<file path="config.mk">
export PLATFORM = sky130hd
export DESIGN_NAME = qseq_halt_ctrl
export DESIGN_NICKNAME = d
export VERILOG_FILES = /design/src/rtl/qsf_pkg.sv /design/src/rtl/qsf_mode_fsm.sv /design/src/rtl/qsf_trig_latch.sv /design/src/rtl/qsf_access_gate.sv /design/src/rtl/qseq_halt_ctrl.sv
export SDC_FILE = /design/constraint.sdc
export NUM_CORES = 1
export LEC_CHECK = 0
export CORE_MARGIN = 5
export CORE_UTILIZATION = 33
export CTS_CLUSTER_DIAMETER = 200
export DETAILED_ROUTE_END_ITERATION = 6
export PLACE_DENSITY = 0.94
export SYNTH_ARGS = -nofsm -noshare
export SYNTH_HDL_FRONTEND = slang
export SYNTH_HIERARCHICAL = 1
export SYNTH_SLANG_ARGS = --single-unit
</file>
<file path="constraint.sdc">
create_clock -name clk -period 4.2 [get_ports clk]
set_clock_uncertainty 0.15 [all_clocks]
set_input_delay 0.84 -clock clk [delete_from_list [all_inputs] [get_ports clk]]
set_output_delay 0.84 -clock clk [all_outputs]
set_load 0.02 [all_outputs]
</file>
<file path="src/rtl/qsf_pkg.sv">
package qsf_pkg;

  typedef enum logic [1:0] {
    HC_RUN     = 2'd0,
    HC_WAIT    = 2'd1,
    HC_FROZEN  = 2'd2,
    HC_STOPPED = 2'd3
  } hc_state_e;

  typedef enum logic [1:0] {
    GRP_CFG   = 2'd0,
    GRP_PORT  = 2'd1,
    GRP_CTRL  = 2'd2,
    GRP_TABLE = 2'd3
  } acc_grp_e;

  function automatic logic grp_rd_allowed(acc_grp_e g, logic stop_mode);
    return !stop_mode || (g != GRP_TABLE);
  endfunction

  function automatic logic grp_wr_allowed(acc_grp_e g, logic stop_mode);
    return !stop_mode || (g == GRP_CFG);
  endfunction

  function automatic logic state_halts(hc_state_e s);
    return (s == HC_FROZEN) || (s == HC_STOPPED);
  endfunction

  function automatic logic cut_conversion(logic busy, logic done,
                                          logic mode_chg, logic abort2);
    return !busy || done || mode_chg || abort2;
  endfunction

endpackage

</file>
<file path="src/rtl/qsf_mode_fsm.sv">
module qsf_mode_fsm
  import qsf_pkg::*;
#(
  parameter int PTR_W = 4
) (
  input  logic             clk,
  input  logic             rst_n,
  input  logic             stop_en,
  input  logic             stop_req,
  input  logic             frz_en,
  input  logic             dbg_freeze,
  input  logic             queue_busy,
  input  logic             conv_done,
  input  logic             mode_change,
  input  logic             q2_abort,
  input  logic [PTR_W-1:0] qptr,
  output hc_state_e        state_o,
  output logic [PTR_W-1:0] saved_ptr,
  output logic             ptr_valid,
  output logic             resume
);

  hc_state_e st, nxt;
  logic freeze_req, stop_eff, cut_now, enter_frozen, leave_frozen;

  assign freeze_req   = dbg_freeze && frz_en;
  assign stop_eff     = stop_req && stop_en;
  assign cut_now      = cut_conversion(queue_busy, conv_done, mode_change, q2_abort);
  assign enter_frozen = (nxt == HC_FROZEN) && (st != HC_FROZEN);
  assign leave_frozen = (st == HC_FROZEN) && (nxt == HC_RUN);

  always_comb begin
    nxt = st;
    unique case (st)
      HC_RUN: begin
        if (stop_eff)        nxt = HC_STOPPED;
        else if (freeze_req) nxt = cut_now ? HC_FROZEN : HC_WAIT;
      end
      HC_WAIT: begin
        if (stop_eff)         nxt = HC_STOPPED;
        else if (!freeze_req) nxt = HC_RUN;
        else if (cut_now)     nxt = HC_FROZEN;
      end
      HC_FROZEN: begin
        if (stop_eff)         nxt = HC_STOPPED;
        else if (!freeze_req) nxt = HC_RUN;
      end
      HC_STOPPED: begin
        if (!stop_eff) nxt = HC_RUN;
      end
      default: nxt = HC_RUN;
    endcase
  end

  always_ff @(posedge clk or negedge rst_n) begin
    if (!rst_n) begin
      st        <= HC_RUN;
      saved_ptr <= '0;
      ptr_valid <= 1'b0;
      resume    <= 1'b0;
    end else begin
      st     <= nxt;
      resume <= leave_frozen;
      if (enter_frozen) begin
        ptr_valid <= queue_busy;
        if (queue_busy) saved_ptr <= qptr;
      end
    end
  end

  assign state_o = st;


  frz_idle_chk: assert property (@(posedge clk) disable iff (!rst_n)
    (st == HC_RUN && freeze_req && !queue_busy && !stop_eff) |=> (st == HC_FROZEN));


  frz_wait_chk: assert property (@(posedge clk) disable iff (!rst_n)
    (st == HC_WAIT && freeze_req && !stop_eff && queue_busy && !conv_done
     && !mode_change && !q2_abort) |=> (st == HC_WAIT));


  frz_cut_chk: assert property (@(posedge clk) disable iff (!rst_n)
    (st == HC_WAIT && freeze_req && !stop_eff && (mode_change || q2_abort))
    |=> (st == HC_FROZEN));


  frz_dis_chk: assert property (@(posedge clk) disable iff (!rst_n)
    !frz_en |=> (st != HC_FROZEN));


  stop_dis_chk: assert property (@(posedge clk) disable iff (!rst_n)
    !stop_en |=> (st != HC_STOPPED));


  ptr_save_chk: assert property (@(posedge clk) disable iff (!rst_n)
    ($rose(st == HC_FROZEN) && $past(queue_busy)) |-> (ptr_valid && saved_ptr == $past(qptr)));


  stop_prio_chk: assert property (@(posedge clk) disable iff (!rst_n)
    stop_eff |=> (st == HC_STOPPED));

endmodule

</file>
<file path="src/rtl/qsf_trig_latch.sv">
module qsf_trig_latch #(
  parameter int N_TRIG = 2
) (
  input  logic              clk,
  input  logic              rst_n,
  input  logic              cap_en,
  input  logic [N_TRIG-1:0] trig_in,
  input  logic [N_TRIG-1:0] trig_ack,
  output logic [N_TRIG-1:0] pending
);

  logic [N_TRIG-1:0] prev;
  logic [N_TRIG-1:0] rise;

  for (genvar i = 0; i < N_TRIG; i++) begin : g_trig
    assign rise[i] = trig_in[i] && !prev[i];

    always_ff @(posedge clk or negedge rst_n) begin
      if (!rst_n) begin
        prev[i]    <= 1'b0;
        pending[i] <= 1'b0;
      end else begin
        prev[i]    <= trig_in[i];
        pending[i] <= (pending[i] && !trig_ack[i]) || (rise[i] && cap_en);
      end
    end


    no_cap_chk: assert property (@(posedge clk) disable iff (!rst_n)
      (!cap_en && !pending[i]) |=> !pending[i]);


    ack_clr_chk: assert property (@(posedge clk) disable iff (!rst_n)
      (trig_ack[i] && !(rise[i] && cap_en)) |=> !pending[i]);
  end

endmodule

</file>
<file path="src/rtl/qsf_access_gate.sv">
module qsf_access_gate
  import qsf_pkg::*;
#(
  parameter int DATA_W = 8
) (
  input  logic              clk,
  input  logic              rst_n,
  input  logic              stop_mode,
  input  logic [1:0]        acc_grp,
  input  logic              acc_rd,
  input  logic              acc_wr,
  input  logic [DATA_W-1:0] acc_rd_data,
  output logic              acc_rd_ok,
  output logic              acc_wr_ok,
  output logic [DATA_W-1:0] acc_rd_out
);

  acc_grp_e grp;
  logic     rd_allow, wr_allow;

  assign grp        = acc_grp_e'(acc_grp);
  assign rd_allow   = grp_rd_allowed(grp, stop_mode);
  assign wr_allow   = grp_wr_allowed(grp, stop_mode);
  assign acc_rd_ok  = acc_rd && rd_allow;
  assign acc_wr_ok  = acc_wr && wr_allow;
  assign acc_rd_out = acc_rd_ok ? acc_rd_data : '0;


  tbl_lock_chk: assert property (@(posedge clk) disable iff (!rst_n)
    (stop_mode && acc_grp == 2'd3) |-> (!acc_rd_ok && !acc_wr_ok));


  ctrl_ro_chk: assert property (@(posedge clk) disable iff (!rst_n)
    (stop_mode && acc_grp != 2'd0) |-> !acc_wr_ok);


  rd_zero_chk: assert property (@(posedge clk) disable iff (!rst_n)
    !acc_rd_ok |-> (acc_rd_out == '0));

endmodule

</file>
<file path="src/rtl/qseq_halt_ctrl.sv">
module qseq_halt_ctrl
  import qsf_pkg::*;
#(
  parameter int PTR_W  = 4,
  parameter int N_TRIG = 2,
  parameter int DATA_W = 8
) (
  input  logic              clk,
  input  logic              rst_n,
  input  logic              stop_en,
  input  logic              stop_req,
  input  logic              frz_en,
  input  logic              dbg_freeze,
  input  logic              queue_busy,
  input  logic              conv_done,
  input  logic              mode_change,
  input  logic              q2_abort,
  input  logic [PTR_W-1:0]  qptr,
  input  logic [N_TRIG-1:0] trig_in,
  input  logic [N_TRIG-1:0] trig_ack,
  input  logic [1:0]        acc_grp,
  input  logic              acc_rd,
  input  logic              acc_wr,
  input  logic [DATA_W-1:0] acc_rd_data,
  output logic              seq_halt,
  output logic              frozen,
  output logic              stopped,
  output logic              prescale_rst,
  output logic              timer_rst,
  output logic              analog_rst,
  output logic              ctrl_grp_rst,
  output logic              resume,
  output logic              ptr_valid,
  output logic [PTR_W-1:0]  saved_ptr,
  output logic [N_TRIG-1:0] trig_pending,
  output logic              acc_rd_ok,
  output logic              acc_wr_ok,
  output logic [DATA_W-1:0] acc_rd_out
);

  hc_state_e state;
  logic      halted, cap_en;

  qsf_mode_fsm #(.PTR_W(PTR_W)) u_fsm (
    .clk        (clk),
    .rst_n      (rst_n),
    .stop_en    (stop_en),
    .stop_req   (stop_req),
    .frz_en     (frz_en),
    .dbg_freeze (dbg_freeze),
    .queue_busy (queue_busy),
    .conv_done  (conv_done),
    .mode_change(mode_change),
    .q2_abort   (q2_abort),
    .qptr       (qptr),
    .state_o    (state),
    .saved_ptr  (saved_ptr),
    .ptr_valid  (ptr_valid),
    .resume     (resume)
  );

  assign halted       = state_halts(state);
  assign frozen       = (state == HC_FROZEN);
  assign stopped      = (state == HC_STOPPED);
  assign seq_halt     = halted;
  assign timer_rst    = halted;
  assign analog_rst   = halted;
  assign prescale_rst = stopped;
  assign ctrl_grp_rst = stopped;
  assign cap_en       = !halted;

  qsf_trig_latch #(.N_TRIG(N_TRIG)) u_trig (
    .clk     (clk),
    .rst_n   (rst_n),
    .cap_en  (cap_en),
    .trig_in (trig_in),
    .trig_ack(trig_ack),
    .pending (trig_pending)
  );

  qsf_access_gate #(.DATA_W(DATA_W)) u_acc (
    .clk        (clk),
    .rst_n      (rst_n),
    .stop_mode  (stopped),
    .acc_grp    (acc_grp),
    .acc_rd     (acc_rd),
    .acc_wr     (acc_wr),
    .acc_rd_data(acc_rd_data),
    .acc_rd_ok  (acc_rd_ok),
    .acc_wr_ok  (acc_wr_ok),
    .acc_rd_out (acc_rd_out)
  );


  frz_clk_run_chk: assert property (@(posedge clk) disable iff (!rst_n)
    frozen |-> (!prescale_rst && timer_rst && analog_rst));


  stop_rst_chk: assert property (@(posedge clk) disable iff (!rst_n)
    stopped |-> (prescale_rst && timer_rst && ctrl_grp_rst && seq_halt));


  resume_chk: assert property (@(posedge clk) disable iff (!rst_n)
    resume |-> (!seq_halt && $past(frozen)));

endmodule

</file>
==> results.md <==
* Largest net degree at the start of global routing at 13
* Vias at roughly 610
* Final WL at 1930 um
* Avg Inst Size Synth at ~12 um^2
* Unrepaired setup endpoints after global routing: no
* Critical Path Max Stage Delay at roughly 550 ps
* Maximum vdd drop at 0.235 mV
* CTS buffer count at 3
* Die Ht at around 54 um
* Final WS setup at about 940 ps
* Critical Path Source: acc_grp[0]
* Hold Startpoint: u_fsm/ptr_valid
* Sink Count at 12
* Hold depth at 1
* Slowest CP cell: clkdlybuf4s50_1
* Most frequent cells in the layout: 54 x clkdlybuf4s50_1, 12 x dfrtp_1, 8 x and3_1
* Critical Path Source Type: input port
* Fmax at approximately 310 MHz
* Drt drc at 0
* Antenna violations before repair at 0
* Detailed-router iteration count before antenna repair at 4
* Cell family with most CP delay: buffers and inverters
* Net Count, Synth at 84
* CP max FO at 9
* Clk buf depth at 2
* Slew @ Worst Pin at around 540 ps
* Crit end category: output port
* WL per Instance at roughly 15 um
* Leak at between 0.5 and 0.6 nW
* Routability cong. at between 0.6 and 0.7
* Tot Pwr at approximately 0.36 mW
* Final hold violations at 0
* CP Data Required Time at 3210 ps
* Syn Inst Count at 54
* R2r startpoint: u_fsm/state_o[1]
* R2r endpoint: u_fsm/saved_ptr[2]
* Most used cell, CP: clkdlybuf4s50_1
* Max-slew violations at 0
* CTS resizes at 0
* Most common cell after layout, fill and taps aside: clkdlybuf4s50_1
* Setup tns final at 0 ps
* Hold Path Class: flip-flop to flip-flop
* CTS tree: yes
* Nets at 138
* Grt ovf at 0
* Filler Cell Count at between 150 and 200
* Max-cap viol count at 0
* Crit path arrival time at 2270 ps
* YS warnings at 6
* Layout cell share with drive strength beyond 1 at 13.2%
* Storage cell area at roughly 300 um^2
* GRT Total Usage at between 10 and 15%
* Ant. Diodes at 0
* Setup violations, final at 0
* Worst reg2reg path depth at 3
* H-Tree Level Count at 1
* Core ar. at 1760 um^2
* Global-route wire length before repair at ~3000 um
* Boundary Pins at 55
* Final instance area at 1190 um^2
* Initial DRC Count at 2
* Status: finished, final reports clean
* Fin Hold WS at between 300 and 400 ps
* Vias in the first global route at approximately 660
* Mapped Area at 629 um^2
* Critical Path, Cell by Cell: clkdlybuf4s50_1 -> nand3_2 -> and3_1 -> clkdlybuf4s50_1
* Synthesized flop and latch total at 12
* Starting density of the core at a little over a third
* Pre-CTS WS at about 930 ps
* Die width at roughly 54 um
* Min-Delay Endpoint: u_fsm/ptr_valid
* Classification of the worst setup path: input port to output port
* Final worst path period share at between 70% and 80%
* Min Tclk post-route at 3260 ps
* Syn-to-layout area delta at 89.1%
* Register clock-pin slew on the reported worst setup and hold paths at 70 ps
* CP Buf/Inv Count at 2
* Register area share after synthesis at 47.7%
* DP Wirelength at 1680 um
* Power per cell area at 303 nW/um^2
* Site row count at 15
* Total Die Area at 2880 um^2
* CTS Hold Bufs at 0
* Post-DRT Antenna Nets at 0
* Rel. slew slack at between 60 and 70%
* Root Buffer: clkbuf_4
* Worst-skew pair later-pin latency at roughly 270 ps
* DR vias/cell at about 4.6
* Buffers on Ports at 54
* Post-CTS setup buffers at 0
* Synth unique cells at 21
* Placed Area at 1170 um^2
* Area of the multi-input gates at between 200 and 300 um^2
* R2R Setup Slk at roughly 2600 ps
==> worst max path at each step <==
stage / to / slack, ps / cells past startpoint
3_3_place_gp: acc_rd_out[1] / 990 / 4
6_report: acc_rd_out[4] / 940 / 4
5_1_grt: acc_rd_out[4] / 870 / 4
4_1_cts: acc_rd_out[4] / 930 / 4
2_1_floorplan: acc_rd_out[0] / 2010 / 2
3_5_place_dp: acc_rd_out[4] / 930 / 4
==> where the power goes <==
part	switching (mW)	internal (mW)
Combinational	0.0619	0.0880
Sequential	0.0108	0.133
Clock	0.0343	0.0331
Total	0.107	0.254
==> state kept, by name, indices dropped and copies added, names as in the netlist <==
signal	count
u_fsm/state_o	2
u_trig/prev	2
u_fsm/ptr_valid	1
u_trig/pending	2
u_fsm/saved_ptr	4
u_fsm/resume	1
==> logic make-up after synthesis <==
family | synth area share (%)
AND/OR/NAND/NOR | 27.6
flip-flops | 47.7
buffers and inverters | 7.16
AO/OA/AOI/OAI | 7.95
multiplexers | 9.54
==> layer usage <==
metal	share of wire, %	vias to the layer above	GRT usage, %
li1	-	292	-
met1	33	284	13.9
met2	57	30	27.8
met3	8.4	2	7.76
met4	0.93	0	3.40
met5	0	-	0
==> synthesized netlist by cell type <==
cell / count / area share [%]
and2_2: 1 / 1.2
a21bo_1: 1 / 1.6
buf_4: 4 / 4.8
and3_1: 8 / 8.0
nand3_2: 1 / 1.6
o21ai_2: 2 / 2.8
dfrtp_1: 12 / 48
nand3_1: 1 / 0.79
o31ai_1: 1 / 1.2
or4b_4: 1 / 2.2
and2b_2: 1 / 1.4
and3b_1: 1 / 1.4
nand3b_1: 2 / 2.4
nand4_4: 1 / 3.4
inv_1: 3 / 1.8
clkbuf_1: 1 / 0.60
and2_1: 2 / 2.0
mux2_4: 4 / 9.5
nand2_1: 3 / 1.8
o21ai_0: 3 / 2.4
and4b_1: 1 / 1.6
==> final cells by class <==
cell class	count	area share, %
Clock buffer	3	1.89
Multi-Input combinational cell	34	23.9
Sequential cell	12	25.2
Tap cell	25	2.63
Inverter	3	0.946
Timing Repair Buffer	54	45.4
==> metrics by stage <==
stage	util [%]	std cells
after floorplan	-	54
after global placement	66.2	128
after detailed placement	66.2	128
after CTS	67.4	131
after global routing	67.4	131
final	67.4	131
Note: power is estimated with default switching activity, not from simulation.
